==> src/rtl/ppf_receiver.sv <==
module ppf_receiver #(
  parameter int DW      = 8,
  parameter int ACK_DEF = 4
) (
  input  logic          clk,
  input  logic          rst_n,
  input  logic          strobe_n_i,
  input  logic [DW-1:0] data_i,
  output logic          busy_o,
  output logic          ack_n_o,
  input  logic [1:0]    cpu_addr,
  input  logic          cpu_wr,
  input  logic          cpu_rd,
  input  logic [DW-1:0] cpu_wdata,
  output logic [DW-1:0] cpu_rdata,
  output logic          irq_o
);
  localparam logic [2:0] MODE_COMPAT = 3'd1;

  typedef enum logic [1:0] {S_IDLE, S_HOLD, S_ACK, S_REL} st_t;

  st_t           st;
  logic          s1, s2, s3;
  logic [DW-1:0] d1, d2, rx;
  logic [2:0]    mode;
  logic [DW-1:0] ack_len, cnt;
  logic          full, ovr, hw_busy, hw_ack, sw_busy, sw_ack;

  wire compat  = (mode == MODE_COMPAT);
  wire fall    = s3 & ~s2;
  wire rd_data = cpu_rd && cpu_addr == 2'd1;
  wire wr_ctrl = cpu_wr && cpu_addr == 2'd0;
  wire [DW-1:0] ack_eff = (ack_len == '0) ? DW'(1) : ack_len;

  assign busy_o  = compat ? hw_busy : sw_busy;
  assign ack_n_o = compat ? hw_ack  : sw_ack;
  assign irq_o   = full;

  always_ff @(posedge clk or negedge rst_n)
    if (!rst_n) begin
      {s1, s2, s3} <= 3'b111;
      d1 <= '0;
      d2 <= '0;
    end else begin
      {s1, s2, s3} <= {strobe_n_i, s1, s2};
      d1 <= data_i;
      d2 <= d1;
    end

  always_ff @(posedge clk or negedge rst_n)
    if (!rst_n) begin
      mode    <= MODE_COMPAT;
      ack_len <= DW'(ACK_DEF);
      sw_busy <= 1'b0;
      sw_ack  <= 1'b1;
    end else if (cpu_wr) begin
      case (cpu_addr)
        2'd0: mode <= cpu_wdata[2:0];
        2'd2: {sw_ack, sw_busy} <= cpu_wdata[1:0];
        2'd3: ack_len <= cpu_wdata;
        default: ;
      endcase
    end

  always_ff @(posedge clk or negedge rst_n)
    if (!rst_n) begin
      st      <= S_IDLE;
      rx      <= '0;
      cnt     <= '0;
      full    <= 1'b0;
      ovr     <= 1'b0;
      hw_busy <= 1'b0;
      hw_ack  <= 1'b1;
    end else begin
      if (wr_ctrl && cpu_wdata[4]) ovr <= 1'b0;
      if (rd_data) full <= 1'b0;
      if (!compat) begin
        st      <= S_IDLE;
        hw_busy <= 1'b0;
        hw_ack  <= 1'b1;
      end else begin
        if (fall && st != S_IDLE) ovr <= 1'b1;
        case (st)
          S_IDLE: if (fall) begin
            rx      <= d2;
            full    <= 1'b1;
            hw_busy <= 1'b1;
            st      <= S_HOLD;
          end
          S_HOLD: if (rd_data) begin
            hw_ack <= 1'b0;
            cnt    <= ack_eff - DW'(1);
            st     <= S_ACK;
          end
          S_ACK: if (cnt == '0) begin
            hw_ack <= 1'b1;
            st     <= S_REL;
          end else cnt <= cnt - DW'(1);
          S_REL: begin
            hw_busy <= 1'b0;
            st      <= S_IDLE;
          end
          default: st <= S_IDLE;
        endcase
      end
    end

  always_comb begin
    cpu_rdata = '0;
    case (cpu_addr)
      2'd0: cpu_rdata[4:0] = {ovr, full, mode};
      2'd1: cpu_rdata = rx;
      2'd2: cpu_rdata[2:0] = {s2, ack_n_o, busy_o};
      default: cpu_rdata = ack_len;
    endcase
  end


  ack_low_busy_chk: assert property (@(posedge clk) disable iff (!rst_n)
    (compat && !ack_n_o) |-> busy_o);


  busy_fall_ack_chk: assert property (@(posedge clk) disable iff (!rst_n)
    (compat && $past(compat) && $fell(busy_o)) |-> (ack_n_o && !full));


  rose_full_busy_chk: assert property (@(posedge clk) disable iff (!rst_n)
    (compat && $rose(full)) |-> busy_o);


  overrun_sticky_chk: assert property (@(posedge clk) disable iff (!rst_n)
    (ovr && !(wr_ctrl && cpu_wdata[4])) |=> ovr);


  sw_no_capture_chk: assert property (@(posedge clk) disable iff (!rst_n)
    (!compat && !full) |=> !full);
endmodule

==> config.mk <==
export PLATFORM = sky130hd
export DESIGN_NAME = ppf_receiver
export DESIGN_NICKNAME = d
export VERILOG_FILES = /design/src/rtl/ppf_receiver.sv
export SDC_FILE = /design/constraint.sdc
export NUM_CORES = 1
export LEC_CHECK = 0
export ABC_AREA = 1
export BUFFER_PORTS_ARGS = -buffer_cell sky130_fd_sc_hd__buf_2
export CORE_MARGIN = 1
export CORE_UTILIZATION = 45
export CTS_BUF_LIST = sky130_fd_sc_hd__clkbuf_8
export DETAILED_ROUTE_END_ITERATION = 8
export PLACE_DENSITY = 0.68
export SYNTH_ARGS = -nofsm -noshare
export SYNTH_HDL_FRONTEND = slang
export SYNTH_SLANG_ARGS = --single-unit
==> constraint.sdc <==
create_clock -name clk -period 4.2 [get_ports clk]
set_input_delay 0.63 -clock clk [delete_from_list [all_inputs] [get_ports clk]]
set_output_delay 0.63 -clock clk [all_outputs]
set_load 0.01 [all_outputs]
Word level (Yosys, flattened, before mapping)
Index checks and enable logic that the tools add are counted.
{"block": "totals", "reg_bits": 54, "latchBits": 0, "mem_bits_rw": 0, "romBits": 0, "inputBits": 23, "out_inout_bits": 11, "wordCells": 81, "n_memories": 0}
{"block": "classes", "addsub": 2, "n_mul": 0, "div": 0, "magnitude_cmp": 0, "n_eq_ne": 14, "shifts": 0, "mux": 28, "bitwise_logic": 2, "n_reduce_logical": 19}
{"cell": "8-bit 2-to-1 mux", "n": 3}
{"cell": "8-bit zero test", "n": 2}
{"cell": "8-bit case mux with 2 select lines", "n": 1}
{"cell": "8-bit by 1-bit subtractor with 8-bit output (second input constant)", "n": 2}
{"cell": "1-bit 2-to-1 mux", "n": 14}
{"cell": "3-bit inequality test (second input constant)", "n": 3}
{"cell": "3-bit case mux with 3 select lines", "n": 1}
{"cell": "3-bit AND reduction", "n": 3}
{"cell": "2-bit equality test (second input constant)", "n": 4}
{"cell": "2-bit 2-to-1 mux", "n": 4}
{"cell": "2-bit case mux with 4 select lines", "n": 1}
{"cell": "2-bit AND reduction", "n": 4}
{"cell": "3-bit by 1-bit inequality test with 1-bit output (second input constant)", "n": 2}
{"cell": "2-bit case mux with 3 select lines", "n": 1}
{"cell": "3-bit case mux with 2 select lines", "n": 1}
{"cell": "2-bit by 1-bit equality test with 1-bit output (second input constant)", "n": 2}
{"cell": "1-bit logical AND", "n": 4}
{"cell": "2-bit zero test", "n": 2}
{"cell": "2-bit inequality test (second input constant)", "n": 2}
{"cell": "1-bit case mux with 2 select lines", "n": 2}
{"cell": "4-bit AND reduction", "n": 1}
{"cell": "2-bit nonzero test", "n": 2}
{"cell": "3-bit by 1-bit equality test with 1-bit output (second input constant)", "n": 1}
{"cell": "2-bit OR reduction", "n": 1}
{"cell": "other kinds (2)", "n": 2}

Logic depth before layout (Yosys ltp)
{"block": "logic_depth", "depth_word": 6, "depth_mapped": 13, "ltp_nobuf": 13}

Worst setup path before layout
Ideal clock, no wire load.
{"block": "synth_path", "path_kind": "reg2out", "from": "reg mode[0]", "to": "out cpu_rdata[0]", "arrival_time_ns": 1.388, "required_time_ns": 3.570, "path_slack_ns": 2.182, "path_stages_with_launch": 7, "n_path_buf": 0, "path_cell_list": "dfstp_2 inv_1 nor2_1 nand2_2 o21ai_0 a22oi_1 o211ai_1"}
{"block": "synth_via", "elab_chain_cells": 3}
{"item": "start, declared", "line": "25", "rtl": "logic [2:0] mode;"}
{"item": "start signal, assigned", "line": "58", "rtl": "2'd0: mode <= cpu_wdata[2:0];"}
{"item": "3-bit by 1-bit equality test with 1-bit output", "line": "29", "rtl": "wire compat = (mode == MODE_COMPAT);"}
{"item": "1-bit 2-to-1 mux", "line": "35", "rtl": "assign busy_o = compat ? hw_busy : sw_busy;"}
{"item": "named net busy_o", "line": "9", "rtl": "output logic busy_o,"}
{"item": "3-bit case mux with 3 select lines", "line": "110", "rtl": "case (cpu_addr)"}
{"item": "end, declared", "line": "15", "rtl": "output logic [DW-1:0] cpu_rdata,"}
The timed path passes the listed nets, and every way through them passes these cells.

Worst setup path after layout
{"block": "layout_path", "from": "reg mode[0]", "to": "out cpu_rdata[0]"}
{"block": "layout_via", "elab_chain_cells": 3}
{"item": "3-bit by 1-bit equality test with 1-bit output", "line": "29"}
{"item": "1-bit 2-to-1 mux", "line": "35"}
{"item": "3-bit case mux with 3 select lines (*)", "line": "110"}
Every way passes the cells marked *; elsewhere a longest branch is shown, timed or not.

==> insert_results.sql <==
INSERT INTO impl_metrics (metric_group, metric, value, unit) VALUES
('setup_path', 'worst-r2r-cell-count', '10', ''),
('run_status', 'run_status', 'complete, no violations', ''),
('pwr', 'power.density', '488', 'nW/µm²'),
('route', 'drcViolationCount', '0', ''),
('place', 'routabilityCongestion', '0.814', ''),
('setup_path', 'critical_path_required', '3570', 'ps'),
('hold_path', 'timing.hold.worst.class', 'in -> async', ''),
('clock_tree', 'cts-htree-levels', '2', ''),
('finish', 'syn_to_final_growth', '14.0', '%'),
('setup_path', 'timing.critical_path.to_type', 'primary output', ''),
('synth', 'share_of_the_yosys_chip_area_belonging_to_registers', '0.551', ''),
('sta', 'post_layout_min_period', '2440', 'ps'),
('sta', 'slew_headroom', '0.522', ''),
('synth', 'synth.most_common_cell', 'sky130_fd_sc_hd__nand2_1', ''),
('clock_tree', 'cts-resized-gates', '0', ''),
('clock_tree', 'post_cts_buffers', '0', ''),
('floorplan', 'rows', '26', ''),
('pwr', 'fin_total_pwr', '1.37', 'mW'),
('setup_path', 'critPathKind', 'reg -> out', ''),
('place', 'dpl-instance-area', '2710', 'µm²'),
('pwr', 'ir_worst_vdd', '0.306', 'mV'),
('route', 'dr_wl_met3', '111', 'µm'),
('route', 'routed_wire_length_per_instance', '12.4', 'µm'),
('setup_path', 'arrival', '1810', 'ps'),
('sta', 'setup-violations-final', '0', ''),
('route', 'drt-met1-wl', '2.17', 'mm'),
('place', 'place_ws', '2010', 'ps'),
('sta', 'setup_repair_after_global_routing_missed_its_margin', 'false', ''),
('synth', 'netlist.top_cell.by_area', 'sky130_fd_sc_hd__dfrtp_1', ''),
('sta', 'fin_crit_sh', '0.582', ''),
('flow_run', 'max_cap_viol_count', '0', ''),
('global_route', 'grt_max_degree', '33', ''),
('setup_path', 'setup.worst_path.start_class', 'flop', ''),
('synth', 'synth-edff-count', '0', ''),
('route', 'met2WireLength', '2.37', 'mm'),
('route', 'firstDrtPassIters', '4', ''),
('global_route', 'globalRoute.totalOverflow', '0', ''),
('route', 'ant_nets', '0', ''),
('pwr', 'static-leakage-power', '1.40', 'nW'),
('synth', 'syn_nets', '298', ''),
('clock_tree', 'clk_root_buffer_cell', 'sky130_fd_sc_hd__clkbuf_8', ''),
('sta', 'hold_violations', '0', ''),
('clock_tree', 'numClockSinks', '54', ''),
('synth', 'top_post_synthesis_cells_by_area', 'sky130_fd_sc_hd__dfrtp_1, sky130_fd_sc_hd__nand2_1, sky130_fd_sc_hd__dfstp_2', ''),
('place', 'placedCellCount', '370', ''),
('route', 'dr_total_vias', '1821', ''),
('sta', 'setup_slack', '1760', 'ps'),
('finish', 'final_cells', '378', ''),
('synth', 'synth_top_cells_by_count', 'sky130_fd_sc_hd__nand2_1, sky130_fd_sc_hd__dfrtp_1, sky130_fd_sc_hd__inv_1', ''),
('synth', 'synth_cell_types', '34', ''),
('route', 'routed_wl', '4.69', 'mm'),
('synth', 'netlist_instances', '269', ''),
('route', 'drt_iter0_drc', '111', ''),
('sta', 'worst-slew-pin-transition', '717', 'ps'),
('finish', 'postLayoutCellArea', '2820', 'µm²'),
('clock_tree', 'number_of_clock_buffers_inserted_by_tritoncts', '5', ''),
('clock_tree', 'clk-insertion-delay-late', '310', 'ps'),
('floorplan', 'design.die.area', '5790', 'µm²'),
('synth', 'synthesis.area', '2470', 'µm²'),
('sta', 'maxClockFrequency', '409', 'MHz'),
('finish', 'layout-drive-gt1-share', '0.237', ''),
('clock_tree', 'clk_path_buf_depth', '2', ''),
('synth', 'synthesis.area_per_instance', '9.18', 'µm²'),
('place', 'detailed_place_hpwl', '3.60', 'mm'),
('clock_tree', 'post_cts_hold_buffer_count', '0', ''),
('sta', 'fin_worst_hold_slack', '359', 'ps'),
('synth', 'yosys_most_used_dff', 'sky130_fd_sc_hd__dfrtp_1', ''),
('synth', 'synthesis.yosys.warnings', '0', ''),
('route', 'viasPerCell', '4.82', ''),
('synth', 'yosys_register_bits', '54', ''),
('synth', 'synthDominantCellAreaShare', '0.476', '');
==> area by class of cell <==
class | count | area [µm²]
clock buffer | 6 | 82.6
clock inverter | 2 | 20.0
fill | 481 | 2390
inverter | 34 | 136
multi-input combinational | 178 | 956
sequential | 54 | 1360
tap | 70 | 87.6
timing repair buffer | 34 | 173
==> layer usage <==
| layer | vias to the layer above | GRT usage |
|---|---|---|
| li1 | 934 | - |
| met1 | 856 | 0.231 |
| met2 | 26 | 0.326 |
| met3 | 5 | 0.0359 |
| met4 | 0 | 0.0577 |
| met5 | - | 0 |
==> state kept, by name, indices dropped and copies added (netlist names), 2 cells and up <==
| signal | count |
|---|---|
| ack_len | 8 |
| cnt | 8 |
| d1 | 8 |
| d2 | 8 |
| mode | 3 |
| rx | 8 |
| st | 2 |
==> kinds of logic after synthesis <==
group / after synthesis / share of synthesized area
fa+ha+maj: 6 / 0.0304
buf+inv: 37 / 0.0623
flops: 54 / 0.551
mux: 9 / 0.0410
simple gates: 122 / 0.217
compound gates: 40 / 0.0947
xor+xnor: 1 / 0.00355
==> worst max-delay path, stage by stage, from the launching register on <==
cell and delay, ps:
sky130_fd_sc_hd__dfstp_2 540, sky130_fd_sc_hd__inv_1 50, sky130_fd_sc_hd__nor2_1 110, sky130_fd_sc_hd__nand2_2 140
sky130_fd_sc_hd__o21ai_0 300, sky130_fd_sc_hd__a22oi_1 110, sky130_fd_sc_hd__o211ai_1 90, sky130_fd_sc_hd__buf_2 150
==> worst paths after layout <==
path                         start            to  slack (ps)
hold reg to reg              d1[5]         d2[5]         360
max in group asynchronous    rst_n       mode[0]        3030
min in group clk             d1[5]         d2[5]         360
setup / recovery           mode[0]  cpu_rdata[0]        1760
hold / removal               rst_n        cnt[3]         360
setup reg to reg             st[0]        cnt[6]        2030
==> power breakdown <==
part	internal [mW]	switching, mW	total (mW)	leakage, nW
clock	0.140	0.184	0.324	0.0537
sequential	0.637	0.0650	0.702	0.643
combinational	0.144	0.204	0.348	0.699
total	0.921	0.453	1.37	1.40
==> placed cells by master, fill, tap and decap left out, drive strengths merged <==
cell type	instances
mux2	9
nand4	1
dfrtp	47
clkbuf	6
nor2	21
xor2	1
a22oi	2
or2	1
o21ai	28
o21a	1
a31oi	1
a21oi	3
inv	34
ha	6
o31ai	1
dfstp	7
nand3	15
o2111ai	1
clkinv	2
o211ai	3
buf	34
nand2	84
Power figures use the tool's default switching activity.
